$ cat config.mk
export PLATFORM = sky130hd
export DESIGN_NAME = wordbyte_buffer
export DESIGN_NICKNAME = d
export VERILOG_FILES = /design/src/rtl/wordbyte_buffer.sv
export SDC_FILE = /design/constraint.sdc
export NUM_CORES = 1
export LEC_CHECK = 0
export ABC_AREA = 1
export BUFFER_PORTS_ARGS = -buffer_cell sky130_fd_sc_hd__buf_2
export CAP_MARGIN = 20
export CORE_MARGIN = 3
export CORE_UTILIZATION = 58
export DETAILED_ROUTE_END_ITERATION = 6
export PLACE_DENSITY = 0.85
export SYNTH_ARGS = -nofsm -noshare
export SYNTH_HDL_FRONTEND = slang
export SYNTH_SLANG_ARGS = --single-unit
$ cat constraint.sdc
create_clock -name clk -period 3.3 [get_ports clk]
set_input_delay 0.66 -clock clk [delete_from_list [all_inputs] [get_ports clk]]
set_output_delay 0.66 -clock clk [all_outputs]
set_load 0.01 [all_outputs]
$ cat src/rtl/wordbyte_buffer.sv
module wordbyte_buffer #(
  parameter int BYTES = 4
) (
  input  logic        clk,
  input  logic        rst_n,
  input  logic        enable,
  input  logic        big_endian,
  input  logic        host_wr,
  input  logic [15:0] host_wdata,
  input  logic        host_rd,
  output logic [15:0] host_rdata,
  input  logic        eng_tx_pop,
  output logic [7:0]  eng_tx_byte,
  input  logic        eng_rx_push,
  input  logic [7:0]  eng_rx_byte,
  output logic [2:0]  tx_count,
  output logic [2:0]  rx_count,
  output logic        tx_underflow,
  output logic        tx_ready,
  output logic        rx_overrun,
  output logic        rx_ready,
  output logic        single_byte
);
  localparam int W = 8 * BYTES;
  localparam logic [2:0] FULL = 3'(BYTES);
  localparam logic [2:0] WR_LIMIT = 3'(BYTES - 2);

  logic [W-1:0] store;
  logic [W-1:0] tx_sel;
  logic [W-1:0] rx_mask, rx_ins;
  logic [15:0]  wword;
  logic [2:0]   tx_idx;

  assign wword  = big_endian ? host_wdata : {host_wdata[7:0], host_wdata[15:8]};
  assign host_rdata = big_endian ? {store[7:0], store[15:8]} : store[15:0];

  assign tx_idx = tx_count - 3'd1;
  assign tx_sel = store >> {tx_idx, 3'b000};
  assign eng_tx_byte = (tx_count == 3'd0) ? 8'h00 : tx_sel[7:0];

  assign rx_mask = W'(8'hFF) << {rx_count, 3'b000};
  assign rx_ins  = W'(eng_rx_byte) << {rx_count, 3'b000};

  always_ff @(posedge clk) begin
    if (!rst_n || !enable) begin
      store        <= '0;
      tx_count     <= '0;
      rx_count     <= '0;
      tx_underflow <= 1'b0;
      tx_ready     <= 1'b0;
      rx_overrun   <= 1'b0;
      rx_ready     <= 1'b0;
      single_byte  <= 1'b0;
    end else if (host_wr) begin
      if (tx_count <= WR_LIMIT) begin
        store        <= {store[W-17:0], wword};
        tx_count     <= tx_count + 3'd2;
        tx_underflow <= 1'b0;
        if (tx_count != 3'd0) tx_ready <= 1'b0;
      end
    end else if (host_rd) begin
      rx_overrun <= 1'b0;
      if (rx_count == 3'd1) begin
        single_byte <= 1'b1;
        rx_count    <= 3'd0;
        rx_ready    <= 1'b0;
      end else if (rx_count > 3'd1) begin
        if (rx_count > 3'd2) store <= store >> 16;
        rx_count <= rx_count - 3'd2;
        if (rx_count == 3'd2) rx_ready <= 1'b0;
      end else begin
        rx_ready <= 1'b0;
      end
    end else if (eng_tx_pop) begin
      tx_ready <= 1'b1;
      if (tx_count == 3'd0) tx_underflow <= 1'b1;
      else tx_count <= tx_count - 3'd1;
    end else if (eng_rx_push) begin
      rx_ready <= 1'b1;
      if (rx_count == FULL) begin
        rx_overrun <= 1'b1;
      end else begin
        store    <= (store & ~rx_mask) | rx_ins;
        rx_count <= rx_count + 3'd1;
      end
    end
  end
endmodule

Yosys cells after proc, flatten, opt, wreduce, memory -nomap -nowiden
Cells that the tools add are included.
{"block": "word_totals", "register_bits": 43, "output_inout_bits": 35, "inputBits": 32, "elab_cells": 99}
{"block": "classes", "bitwise_logic": 4, "n_shift": 3, "muxes": 43, "eq_ne": 16, "n_addsub": 4, "reduce_logical": 18, "magnitude_cmp": 3}
{"cell": "$mux W32", "count": 9}
{"cell": "$mux W3", "count": 11}
{"cell": "$and A32 B32 Y32", "count": 1}
{"cell": "$mux W16", "count": 2}
{"cell": "$not A32 Y32", "count": 1}
{"cell": "$or A32 B32 Y32", "count": 1}
{"cell": "$shl A8 B6 Y32", "count": 1}
{"cell": "$shl A8 B6 Y32 const A", "count": 1}
{"cell": "$shr A32 B6 Y8", "count": 1}
{"cell": "$mux W1", "count": 20}
{"cell": "$reduce_and A4 Y1", "count": 5}
{"cell": "$ne A3 B3 Y1 const B", "count": 3}
{"cell": "$mux W8", "count": 1}
{"cell": "$ne A2 B2 Y1 const B", "count": 4}
{"cell": "$reduce_bool A2 Y1", "count": 4}
{"cell": "$reduce_and A7 Y1", "count": 1}
{"cell": "$ne A3 B2 Y1 const B", "count": 2}
{"cell": "$reduce_bool A3 Y1", "count": 2}
{"cell": "$reduce_and A5 Y1", "count": 1}
{"cell": "$ne A2 B1 Y1 const B", "count": 2}
{"cell": "$ne A4 B3 Y1 const B", "count": 1}
{"cell": "$add A3 B1 Y3 const B", "count": 1}
{"cell": "$add A3 B2 Y3 const B", "count": 1}
{"cell": "$eq A3 B1 Y1 const B", "count": 1}
{"cell": "13 further kinds", "count": 14}

Depth between registers and ports, before layout
Gate-level depths: netlist of the first run.
{"block": "logic_depth", "word_depth": 9, "ltp_mapped": 13, "mapped_depth_nobuf": 10}

Worst setup path after synthesis of the first run
No wires, ideal clock.
{"block": "synth_path", "path_type": "flip-flop to output port", "start": "register tx_count[0]", "end": "output eng_tx_byte[0]", "stages_incl_launch_ff": 10, "setup_slack_ns": 0.620, "required_time_ns": 2.640, "arrival_time_ns": 2.020, "n_path_buf": 3, "path_cell_list": "dfxtp_1 buf_2 clkinv_1 clkbuf_1 ha_1 buf_2 clkinv_1 a21oi_1 o21ai_0 a21oi_1"}
{"block": "synth_via", "elab_chain_cells": 3, "word_cells_on_any_way": 4, "classes_between": "add/sub (1); shift (1); mux (1); reduce/logical (1)"}
{"element": "start, declared", "line": "16", "source": "output logic [2:0] tx_count,"}
{"element": "start signal, assigned", "line": "57", "source": "tx_count <= tx_count + 3'd2;"}
{"element": "start signal, assigned", "line": "77", "source": "else tx_count <= tx_count - 3'd1;"}
{"element": "$sub A3 B1 Y3", "line": "37", "source": "assign tx_idx = tx_count - 3'd1;"}
{"element": "$shr A32 B6 Y8", "line": "38", "source": "assign tx_sel = store >> {tx_idx, 3'b000};"}
{"element": "$mux W8 (*)", "line": "39", "source": "assign eng_tx_byte = (tx_count == 3'd0) ? 8'h00 : tx_sel[7:0];"}
{"element": "end, declared", "line": "13", "source": "output logic [7:0] eng_tx_byte,"}
Mark *: on every way between the ends. The rest lies on a longest branch, timed or not.

Final worst setup path of the first run
{"block": "layout_path", "start": "register tx_count[1]", "end": "output eng_tx_byte[2]"}
The elaborated chain is that of the path after synthesis.

==> results of run 1 <==
-- placed cells by master (no fill, tap or decap), drive strengths merged --
cell | synthesis | layout
nand3 | 15 | 15
dfxtp | 43 | 43
o22ai | 9 | 9
nor2 | 83 | 83
nand2 | 268 | 268
a31oi | 2 | 2
a22oi | 16 | 16
inv | 61 | 61
clkbuf | 13 | 6
nor3 | 1 | 1
nand4 | 2 | 2
ha | 11 | 11
a21oi | 31 | 31
buf | 21 | 73
xnor2 | 1 | 1
clkinv | 2 | 2
o21ai | 64 | 64
bufinv | 0 | 1
-- per-stage QoR --
| step | instance area (sq um) | setup slack [ps] |
|---|---|---|
| after floorplan | 3530 | 620 |
| after global placement | 3810 | 618 |
| after detailed placement | 3810 | 597 |
| after CTS | 3920 | 277 |
| after global routing | 3920 | 19.9 |
| final | 3920 | 209 |
-- report_power, final --
part	total, W	internal [W]	switching [W]	leakage [nW]
combinational	0.000370	0.000123	0.000247	1.64
clock	0.000412	0.000222	0.000189	0.0513
sequential	0.000571	0.000546	0.0000248	0.350
total	0.00135	0.000891	0.000461	2.04
-- worst paths after layout --
check	from	endpoint	slack, ps	cells after the start
setup / recovery	tx_count[1]	eng_tx_byte[2]	210	7
hold reg to reg	rx_ready	rx_ready	480	2
setup reg to reg	rx_count[0]	store[25]	990	8
hold / removal	rx_ready	rx_ready	480	2
-- logic make-up after synthesis --
| family | count (synthesis) |
|---|---|
| buffers and inverters | 97 |
| and+or+nand+nor | 369 |
| xor gates and xnor gates | 1 |
| DFF | 43 |
| AOI/OAI and AO/OA | 122 |
| adders and majority gates | 11 |
-- flip-flops by register name, summed over array words and instances, names as in the netlist --
name and flops:
store 32, rx_count 3, tx_count 3, rx_overrun 1, rx_ready 1, single_byte 1
tx_ready 1, tx_underflow 1
-- worst max-delay path, cell delays in order (launching register included) --
cell                       delay, ps
sky130_fd_sc_hd__dfxtp_1         380
sky130_fd_sc_hd__inv_1           110
sky130_fd_sc_hd__ha_1            520
sky130_fd_sc_hd__clkinv_1        440
sky130_fd_sc_hd__a21oi_1         230
sky130_fd_sc_hd__o21ai_0         110
sky130_fd_sc_hd__a21oi_1         180
sky130_fd_sc_hd__buf_2           170
-- layer usage --
metal,part of all wire (%),vias up,wire length [um],GRT usage [%]
met5,0,-,0,0
met2,48,191,5050,50.3
met3,7.3,26,770,4.34
met4,2.5,0,261,12.0
li1,-,2105,-,-
met1,42,1869,4410,37.0
-- area by class of cell --
class | instances | area (sq um)
Fill cell | 544 | 1790
Multi-Input combinational cell | 503 | 2240
Tap cell | 72 | 90.1
Clock inverter | 1 | 30.0
Timing Repair Buffer | 73 | 383
Sequential cell | 43 | 861
Inverter | 63 | 236
Clock buffer | 6 | 72.6
==> impl.org, run 1 <==
** Run status
- Run status :: finished clean

** Synthesis
- Synthesis produced ~640 cells.
- Leading cell types by count after synthesis :: 266 x sky130_fd_sc_hd__nand2_1, 81 x sky130_fd_sc_hd__nor2_1, 63 x sky130_fd_sc_hd__o21ai_0
- Among all cell types in the netlist, the one instantiated most often is sky130_fd_sc_hd__nand2_1.
- Among all flip-flop cells after synthesis, the most frequent one is sky130_fd_sc_hd__dfxtp_1.
- Dominant combinational cell family by area after synthesis :: simple AND/OR/NAND/NOR gates
- Mean instance size in the synthesized netlist :: approximately 5.5 sq um
- Leading post-synthesis cells by cell area :: sky130_fd_sc_hd__nand2_1 28%, sky130_fd_sc_hd__dfxtp_1 24%, sky130_fd_sc_hd__o21ai_0 8.9%
- During synthesis, Yosys emitted a total of 0 warnings.
- The synthesized netlist devotes 3.90% of its cell area to adder and majority cells.
- Async set-or-reset flop fraction in the synthesized netlist :: 0%
- Cell type contributing the most total cell area after synthesis :: sky130_fd_sc_hd__nand2_1
- Post-synthesis net count :: between 600 and 700
- Sequential element share of the synthesized area :: 24.4%
- Measured against the total synthesized area, the mux share comes to 0%.
- FF+latch count, synth :: 43
- Post-synthesis compound-gate area fraction :: 18.8%
- In this run, synthesis inferred 0 flip-flops with an integrated enable.
- Distinct cell type count of the synthesized netlist :: 25
- Netlist area before placement :: about 3500 sq um
- Of the post-synthesis cell area, the dominant cell type holds between 20% and 30%.
- The synthesized netlist devotes 0.248% of its cell area to XOR and XNOR gates.
- After Yosys synthesis, and, or, nand and nor cells account for between 40% and 50% of the synthesized area.

** STA
- Final hold analysis gives a worst-case slack of 476 ps.
- Headroom to the max-slew limit came out at a little under two fifths.
- Part of the cycle the worst path needs :: ~94%
- Adding up every negative setup slack in the final design gives 0 ps.
- Minimum period implied by the final worst setup slack :: approximately 3100 ps
- The clock arrives with between 6 and 7 ps of skew.
- Setup violations remaining at the end of the flow were counted as 0.
- Max Clock Freq :: 324 MHz
- The count of final hold-check violations came to 0.
- Unrepaired setup endpoints after global routing :: no
- Actual slew at the worst max-slew pin :: roughly 950 ps
- The final count of pins violating max slew came to 0.

** Floorplanning
- Chip Width :: 84.0 um
- The die covers about 7000 sq um.
- Initial standard-cell utilization of the core :: roughly 60%
- Measured along the y axis, the die boundary spans around 84 um.
- Number of cell rows :: 27
- During I/O placement, the number of pins put on the boundary was between 60 and 70.
- The total area inside the core boundary comes to between 5000 and 6000 sq um.

** Pwr
- In this run the static leakage power is roughly 2.0 nW.
- Total power after layout :: 0.00135 W
- The worst-case IR drop observed on VDD is 201 uV.
- Cell Pwr Density :: roughly 350 nW/um^2

** Min path
- Worst min-delay path category :: flop to flop

** Job
- Max cap viols :: 0

** Cells and area
- Area Overhead vs Synth :: 11.1%
- Once layout is complete, the cells apart from fillers number between 700 and 800.
- Finished Core Util :: 68.6%
- For this run, the post-layout net count is roughly 730.
- Diodes inserted :: 0
- In the final layout, the share of cells above drive strength 1 is 12.6%.

** Critical path
- STA classifies the critical path endpoint as an output port.
- At the worst endpoint, the required time is ~2600 ps.
- The worst setup path is of the flop to output port kind.
- Along the worst path, the maximum fanout reaches 9.
- Type of origin of the critical path :: flop
- Critical Path AT :: 2430 ps

** Clocking
- Maximum buffer depth of the clock tree :: 2
- Post-CTS timing repair inserted 0 buffers for setup.
- CTS H-tree depth :: 2
- Post-cts repair resize count :: 0
- The clock drives 43 sinks.
- Number of hold-repair buffers added at the cts stage :: 0
- TritonCTS built the clock tree.
- The root buffer cell chosen for the clock tree is sky130_fd_sc_hd__clkbuf_8.
- Clock transition at the registers of the reported paths :: about 80 ps
- Buffers inserted during clock tree synthesis total 5.
- Clock latency reported for the late side of the worst-skew pair :: 300 ps

** GRT
- The number of global-route vias before repair was approximately 3.8k.
- Total gr overflow :: 0
- The first global-routing pass estimated roughly 17000 um of wire.
- Entering global routing, the biggest net connects between 60 and 70 pins.
- Global Route Usage Sum :: between 20% and 30%
- Initial antenna violation count :: 0

** Place
- # port buffers :: 66
- Routability-driven placement finished with a final weighted congestion of 0.971.
- Final HPWL DP :: between 7000 and 8000 um
- In this run, placement finished with an instance count of 754.

** Detailed routing
- After detailed routing, the average wire length per cell comes to around 14 um.
- Vias after detailed routing :: between 4k and 5k
- Detailed Route Iter0 Violations :: roughly 430
- For this run, design rule violations remaining after detail routing come to 0.
- Via/cell ratio :: 5.51
- Total Routed Length :: about 10000 um
- For this run, the detailed router's first-pass iteration total came to 7.
- The detail route stage leaves a number of antenna-violating nets equal to 0.
(Power assumes the default switching activity.)
==> run 2, diff against run 1 <==
--- a/config.mk
+++ b/config.mk
@@ -8,10 +8,11 @@
 export ABC_AREA = 1
 export BUFFER_PORTS_ARGS = -buffer_cell sky130_fd_sc_hd__buf_2
 export CAP_MARGIN = 20
-export CORE_MARGIN = 3
-export CORE_UTILIZATION = 58
+export CELL_PAD_IN_SITES_DETAIL_PLACEMENT = 1
+export CELL_PAD_IN_SITES_GLOBAL_PLACEMENT = 1
+export CORE_UTILIZATION = 40
 export DETAILED_ROUTE_END_ITERATION = 6
-export PLACE_DENSITY = 0.85
+export PLACE_DENSITY = 0.88
 export SYNTH_ARGS = -nofsm -noshare
 export SYNTH_HDL_FRONTEND = slang
 export SYNTH_SLANG_ARGS = --single-unit
==> run 2 against run 1 <==
Net effect:
- clock skew rose by 1.0 ps
- non-clock buffer count is 2 higher
- die area is 30% higher
- final cell count grew 4.7%
- critical path type unchanged
- clock power fell by 15%
- first-iteration DRC count shrank 29%
==> impl.org, run 2 (synthesis results as in run 1) <==
** Cells and area
- Leading cell type in the layout, fill and taps excluded :: sky130_fd_sc_hd__nand2_1
- Most frequent cells in the layout :: 266 x sky130_fd_sc_hd__nand2_1, 81 x sky130_fd_sc_hd__nor2_1, 66 x sky130_fd_sc_hd__buf_2
- Most flops, register :: store
- Layout cell share with drive strength beyond 1 :: 12.9% (+0.23 points)
- The number of antenna cells inserted is 0 (unchanged).
- From synthesis to final layout, the design area changed by 12.1%.
- Largest registers :: store x32, rx_count x3, tx_count x3
- Number of nets in the layout :: 734 (+0.27%)
- The area of the multi-input gates came to 2240 sq um (unchanged).
- The final core utilization was 47.1% (-21 points).
- The flip-flop and latch area came to 861 sq um (unchanged).
- Layout fillers :: 1260 (+130%)
- The number of flip-flops under the largest register name is 32 (unchanged).

** STA
- Actual slew at the worst max-slew pin :: 752 ps (-195 ps)
- Finish-stage setup viols :: 0 (unchanged)
- The count of final hold-check violations was 0 (unchanged).
- The final clock period utilization by the worst path is 94.0% (+0.35 points).
- Setup repair after global routing left no endpoint under its margin.
- Max Clock Freq :: 322 MHz (-0.38%)
- Max transition margin :: 49.7% (+13 points)
- The final count of pins violating max slew is 0 (unchanged).
- The minimum clock period after layout was 3100 ps (+11.7 ps).
- Worst-case clock skew :: 7.68 ps (+1.02 ps)
- Crit path setup slack, layout :: 197 ps (-11.7 ps)
- The total negative slack was 0 ps (unchanged).

** Clocking
- Number of buffers added by the clock tree synthesis step :: 5 (unchanged)
- Number of hold-repair buffers added at the cts stage :: 0 (unchanged)
- Clock latency reported for the late side of the worst-skew pair :: 310 ps (about the same)
- The clock sink count was 43 (unchanged).
- CTS placed an instance of sky130_fd_sc_hd__clkbuf_8 at the clock tree root.
- The number of setup buffers added after CTS was 0 (unchanged).
- The clock edge transition at the registers on the reported setup and hold paths was 90 ps (about the same).
- Post-cts repair resize count :: 0 (unchanged)
- The number of H-tree branching levels was 2 (unchanged).
- Clock tree from TritonCTS :: done
- The number of buffers on the longest clock path came to 2 (unchanged).

** Detailed routing
- The number of iterations in the first detailed-routing pass is 5 (-2).
- The remaining design rule violation count came to 0 (unchanged).
- The routed length per placed instance came to 16.7 um (+21%).
- The total length of routed wires came to 13300 um (+27%).
- Number of antenna-violating nets in the routed design :: 0 (unchanged)
- The count of routing violations after the opening detailed-route iteration is 308 (-29%).
- The number of vias in the routed layout was 4403 (+5.1%).
- The routed via count divided by cell count was 5.52 (+0.31%).

** Floorplanning
- Top-level port count :: 67 (unchanged)
- The core outline area was 8380 sq um (+47%).
- The total die area was 9190 sq um (+30%).
- Initial standard-cell utilization of the core :: 42.1% (-20 points)
- The number of rows created at floorplan is 33 (+22%).
- Chip Width :: 95.9 um (+14%)
- The floorplan die height was 95.9 um (+14%).

** Pwr
- Total power after layout :: 0.00132 W (-2.4%)
- The fraction of power consumed by sequential logic is 43.3% (+1.1 points).
- The static leakage was 2.04 nW (about the same).
- Proportion of total power due to net switching :: 37.8% (+3.7 points)
- Maximum VDD drop :: 139 uV (-31%)
- The part of the power in the clock network was 26.7% (-3.7 points).
- Internal :: 0.000821 W (-7.9%)
- The proportion of power drawn by combinational gates is 30.1% (+2.7 points).
- Net switching power of the design :: 0.000499 W (+8.1%)
- The power density over the cells is 334 nW/um^2 (-3.3%).

** Critical path
- Cell with the largest stage delay on the worst path :: sky130_fd_sc_hd__ha_1
- Cell type with the highest occurrence count on the critical path :: sky130_fd_sc_hd__a21oi_1
- Cell class contributing the biggest share of worst-path delay :: buffers and inverters
- Crit Path Category :: flop to output port
- The delay of the slowest cell on the worst path came to 510 ps (about the same).
- Critical Path AT :: 2440 ps (about the same)
- The worst endpoint required time came to 2640 ps (about the same).
- The worst setup path is launched from a flop.
- The highest fanout seen on the critical path was 9 (unchanged).
- The number of buffers and inverters on the critical path was 3 (unchanged).
- STA classifies the critical path endpoint as an output port.
- The critical path goes through inv_1, ha_1, clkinv_1, a21oi_1, o21ai_0, a21oi_1, buf_2.

** Place
- The routability congestion estimate is 0.876 (-9.8%).
- Placement-stage worst setup slack :: 619 ps (+21.9 ps)
- The number of port buffers was 66 (unchanged).
- Final HPWL DP :: 9480 um (+28%)

** GRT
- The overall track demand over capacity in global routing came to 29.7% (+0.24 points).
- Initial antenna violation count :: 0 (unchanged)
- Largest net degree at the start of global routing :: 65 (unchanged)
- The total grt overflow came to 0 (unchanged).
- The number of global-route vias before repair came to 4373 (+16%).
- The wire length of the first global-routing pass came to 21000 um (+22%).

** Min path
- Worst min-delay path category :: flop to flop

** Run status
- Run status :: finished clean

** Job
- The number of maximum-capacitance constraint violations came to 0 (unchanged).
==> run 2: cell count changes in the layout (fill, tap and decap cells not counted), sizes merged <==
cell / previous run / this run
buf: 73 / 75
bufinv: 1 / 0
clkbuf: 6 / 7
clkinv: 2 / 3
==> run 2: path summary, 6_finish.rpt <==
kind / end / cells past startpoint / slack [ps] / from
worst max-delay path: eng_tx_byte[7] / 7 / 200 / tx_count[1]
worst min-delay path: tx_underflow / 2 / 470 / tx_underflow
worst max register to register: store[29] / 8 / 1010 / rx_count[0]
worst min register to register: tx_underflow / 2 / 470 / tx_underflow
==> run 2: metal layers <==
| layer | up-vias | GRT usage, % | part of all wire [%] |
|---|---|---|---|
| met3 | 29 | 4.27 | 5.7 |
| li1 | 2113 | - | - |
| met5 | - | 0 | 0 |
| met2 | 146 | 54.3 | 50 |
| met4 | 0 | 11.2 | 2.7 |
| met1 | 2115 | 34.8 | 41 |
==> run 2: tightest hold or removal path, cell delays in order, from the launching register on <==
cell	delay, ps
sky130_fd_sc_hd__dfxtp_1	330
sky130_fd_sc_hd__a21oi_1	40
sky130_fd_sc_hd__nor2_1	70
==> run 2: final cells by class <==
class | count | share of cell area [%]
well taps | 105 | 3.32
flip-flops and latches | 43 | 21.8
inverters | 63 | 5.98
clock inverters | 1 | 0.127
repair buffers | 75 | 10.1
multi-input cells | 503 | 56.8
clock buffers | 7 | 1.93
==> run 2: power groups by stage <==
stage | combinational (W) | sequential, W | clock (W)
finish | 0.000397 | 0.000571 | 0.000352
global route | 0.000443 | 0.000573 | 0.000376
CTS | 0.000394 | 0.000570 | 0.000354
detailed placement | 0.000391 | 0.000582 | 0
global placement | 0.000370 | 0.000581 | 0
floorplan | 0.000277 | 0.000575 | 0
==> run 2: metrics by stage <==
stage	hold WS [ps]	area (sq um)	std cells
3_3_place_gp	448	3870	789
6_report	471	3950	797
5_1_grt	497	3950	797
2_1_floorplan	495	3530	643
4_1_cts	474	3950	797
3_5_place_dp	451	3870	789
==> run 3, diff against run 2 <==
--- a/config.mk
+++ b/config.mk
@@ -6,13 +6,14 @@
 export NUM_CORES = 1
 export LEC_CHECK = 0
 export ABC_AREA = 1
-export BUFFER_PORTS_ARGS = -buffer_cell sky130_fd_sc_hd__buf_2
 export CAP_MARGIN = 20
 export CELL_PAD_IN_SITES_DETAIL_PLACEMENT = 1
 export CELL_PAD_IN_SITES_GLOBAL_PLACEMENT = 1
-export CORE_UTILIZATION = 40
+export CORE_MARGIN = 2
+export CORE_UTILIZATION = 46
 export DETAILED_ROUTE_END_ITERATION = 6
-export PLACE_DENSITY = 0.88
+export DONT_BUFFER_PORTS = 1
+export PLACE_DENSITY = 0.87
 export SYNTH_ARGS = -nofsm -noshare
 export SYNTH_HDL_FRONTEND = slang
 export SYNTH_SLANG_ARGS = --single-unit
==> run 3 against run 2 <==
Net effect:
- global-route usage is 1.3 points higher
- combinational power down 16%
- maximum frequency is 0.57% higher
- total power is 4.7% lower
- setup slack better by 18 ps
- non-clock buffer count shrank 60
- routed wire length decreased by 3.7%
- sequential share of layout area increased by 1.7 points
- final cell count decreased by 8.3%
- register-to-register slack lost 140 ps
- critical path type unchanged
- critical endpoint is now eng_tx_byte[6]
- largest cell class unchanged
- largest power group unchanged
- highest routed layer unchanged
==> impl.org, run 3 (synthesis results as in run 1) <==
** Run status
- Run status :: finished clean

** Min path
- Hold path endpoint :: tx_underflow
- The cell depth of the worst min-delay path was 2 (unchanged).
- Min-Delay Startpoint :: tx_underflow
- Worst min-delay path category :: flop to flop

** Clocking
- The TritonCTS buffer count came to 5 (unchanged).
- The number of setup buffers added after CTS is 0 (unchanged).
- The number of hold-repair buffers added at the cts stage came to 0 (unchanged).
- Clock transition at the registers of the reported paths :: 90 ps (about the same)
- The number of buffers on the longest clock path came to 2 (unchanged).
- CTS H-tree depth :: 2 (unchanged)
- The tree is rooted in a sky130_fd_sc_hd__clkbuf_8.
- TritonCTS built the clock tree.
- The number of gates resized after cts was 0 (unchanged).
- The worst-skew pair later-pin latency was 310 ps (about the same).
- Number of clock sinks :: 43 (unchanged)

** Pwr
- Cell Pwr Density :: 344 nW/um^2 (+3.0%)
- Leak pwr :: 1.76 nW (-14%)
- The worst vdd rail ir drop came to 182 uV (+31%).

** Place
- Cell area after placement :: 3580 sq um (-7.6%)
- Placed cells :: 723 (-8.4%)
- The HPWL reported at the end of detailed placement came to 9090 um (-4.2%).
- The number of port buffers came to 0 (-100%).
- Placer congestion estimate :: 0.861 (-1.7%)
- Placement-stage worst setup slack :: 564 ps (-54.3 ps)

** Critical path
- Data required time at the worst endpoint :: 2640 ps (about the same)
- Crit Path Max Fanout :: 9 (unchanged)
- The cell depth of the worst flop-to-flop path is 8 (unchanged).
- STA classifies the critical path startpoint as a flop.
- The delay of the slowest cell on the worst path came to 490 ps (-20 ps).
- On the critical path, the stage with the largest delay is an instance of sky130_fd_sc_hd__ha_1.
- R2R Setup Slk :: 870 ps (-140 ps)
- The data arrival time at the worst-slack endpoint was 2430 ps (about the same).
- The number of buffers and inverters on the critical path is 3 (unchanged).
- The setup path with the least slack is of type flop to output port.
- Capturing element type of the critical path :: output port
- The worst register-to-register path ends at store[17].
- The logic depth of the worst setup path including buffers is 7 (unchanged).
- Broken down by cell family, the worst path's largest delay share belongs to buffers and inverters.
- Critical path, cell by cell :: inv_1, ha_1, clkinv_1, a21oi_1, o21ai_0, a21oi_1, buf_4
- Among the stages of the critical path, the cell type that occurs most often is sky130_fd_sc_hd__a21oi_1.
- The startpoint identified for the worst register-to-register timing path is rx_count[0].

** GRT
- The number of global-route vias before repair is 4476 (+2.4%).
- The wire length of the first global-routing pass was 21000 um (+0.20%).
- The total grt overflow is 0 (unchanged).
- The overall track demand over capacity in global routing was 31.0% (+1.3 points).
- Largest net degree at the start of global routing :: 65 (unchanged)
- Initial antenna violation count :: 0 (unchanged)

** Detailed routing
- The number of iterations in the first detailed-routing pass was 4 (-1).
- Number of design rule violations left after detail routing :: 0 (unchanged)
- Total Routed Length :: 12800 um (-3.7%)
- The number of vias in the routed layout is 4168 (-5.3%).
- Via/cell ratio :: 5.70 (+3.2%)
- Detailed Route Iter0 Violations :: 196 (-36%)
- Number of antenna-violating nets in the routed design :: 0 (unchanged)
- Average routed wire per standard cell :: 17.5 um (+5.0%)

** Cells and area
- The final core utilization came to 49.9% (+2.8 points).
- Flip-flop count of the largest register after layout :: 32 (unchanged)
- The largest registers in the layout are store x32, rx_count x3, tx_count x3.
- Leading cell type in the layout, fill and taps excluded :: sky130_fd_sc_hd__nand2_1
- The number of antenna cells inserted came to 0 (unchanged).
- The final layout net count was 674 (-8.2%).
- Area Overhead vs Synth :: 3.76%
- Most flops, register :: store
- Leaving out fill and tap cells, the most frequent cells in the layout are 266 x sky130_fd_sc_hd__nand2_1, 81 x sky130_fd_sc_hd__nor2_1, 63 x sky130_fd_sc_hd__o21ai_0.
- The total non-filler cell area in the finished layout came to 3660 sq um (-7.4%).
- The fraction of layout instances using a drive strength above 1 was 4.59% (-8.3 points).
- The non-filler instance count after layout was 731 (-8.3%).

** Floorplanning
- Die H :: 91.6 um (-4.5%)
- The number of rows created at floorplan was 31 (-6.1%).
- The number of primary I/O pins was 67 (unchanged).
- The effective utilization at floorplan is 48.1% (+6.0 points).
- Chip Width :: 91.6 um (-4.5%)
- DIE AREA :: 8380 sq um (-8.8%)
- The core outline area came to 7330 sq um (-13%).

** STA
- Actual slew at the worst max-slew pin :: 742 ps (-9.65 ps)
- Setup repair after global routing left no endpoint under its margin.
- The worst slew margin relative to its limit is 50.5% (+0.83 points).
- The smallest setup slack after layout was 215 ps (+17.7 ps).
- Part of the cycle the worst path needs :: 93.5% (-0.53 points)
- The count of final hold-check violations is 0 (unchanged).
- The final count of pins violating max slew came to 0 (unchanged).
- Max Clock Freq :: 324 MHz (+0.57%)
- Finish-stage setup viols :: 0 (unchanged)
- The maximum clock skew at final layout is 10.2 ps (+2.47 ps).
- The minimum clock period after layout was 3090 ps (-17.7 ps).
- The total negative slack came to 0 ps (unchanged).

** Job
- The number of maximum-capacitance constraint violations came to 0 (unchanged).
-- run 3: cell types whose count changed in the layout (fill, tap and decap cells not counted), sizes merged --
| cell | before | now |
|---|---|---|
| buf | 75 | 15 |
-- run 3: layer usage --
| layer | global-route usage (%) | up-vias | share of wire (%) | wire length (um) |
|---|---|---|---|---|
| li1 | - | 1990 | - | - |
| met5 | 0 | - | 0 | 0 |
| met2 | 55.5 | 164 | 49 | 6260 |
| met1 | 34.3 | 1969 | 40 | 5120 |
| met3 | 5.89 | 45 | 7.2 | 919 |
| met4 | 16.9 | 0 | 3.9 | 497 |
-- run 3: where the power goes --
group          internal, W  total [W]  leakage [nW]  switching [W]
Clock             0.000149   0.000351        0.0422       0.000202
Combinational     0.000101   0.000332          1.37       0.000231
Sequential        0.000546   0.000575         0.350      0.0000287
-- run 3: worst min-delay path: cells and delay by family (launching register included) --
family	cells	cell delay, ps
AOI/OAI and AO/OA	1	60
DFF	1	390
and+or+nand+nor	1	70
-- run 3: how the worst max path moves through the flow --
stage                     start              to  slack (ps)
floorplan           tx_count[0]  eng_tx_byte[0]         620
global placement    tx_count[1]  eng_tx_byte[6]         620
detailed placement  tx_count[1]  eng_tx_byte[6]         560
CTS                 tx_count[1]  eng_tx_byte[6]         220
global route        tx_count[1]  eng_tx_byte[6]          70
finish              tx_count[1]  eng_tx_byte[6]         210
-- run 3: area by class of cell --
type	count	area, sq um
Multi-Input combinational cell	503	2240
Inverter	63	236
Fill cell	1105	3670
Clock buffer	7	76.3
Sequential cell	43	861
Timing Repair Buffer	15	113
Tap cell	99	124
Clock inverter	1	5.00
-- run 3: through the flow --
| step | hold slack (ps) | total power [W] |
|---|---|---|
| floorplan | 495 | 0.000852 |
| global placement | 508 | 0.000893 |
| detailed placement | 529 | 0.000913 |
| CTS | 547 | 0.00126 |
| global route | 588 | 0.00134 |
| finish | 542 | 0.00126 |
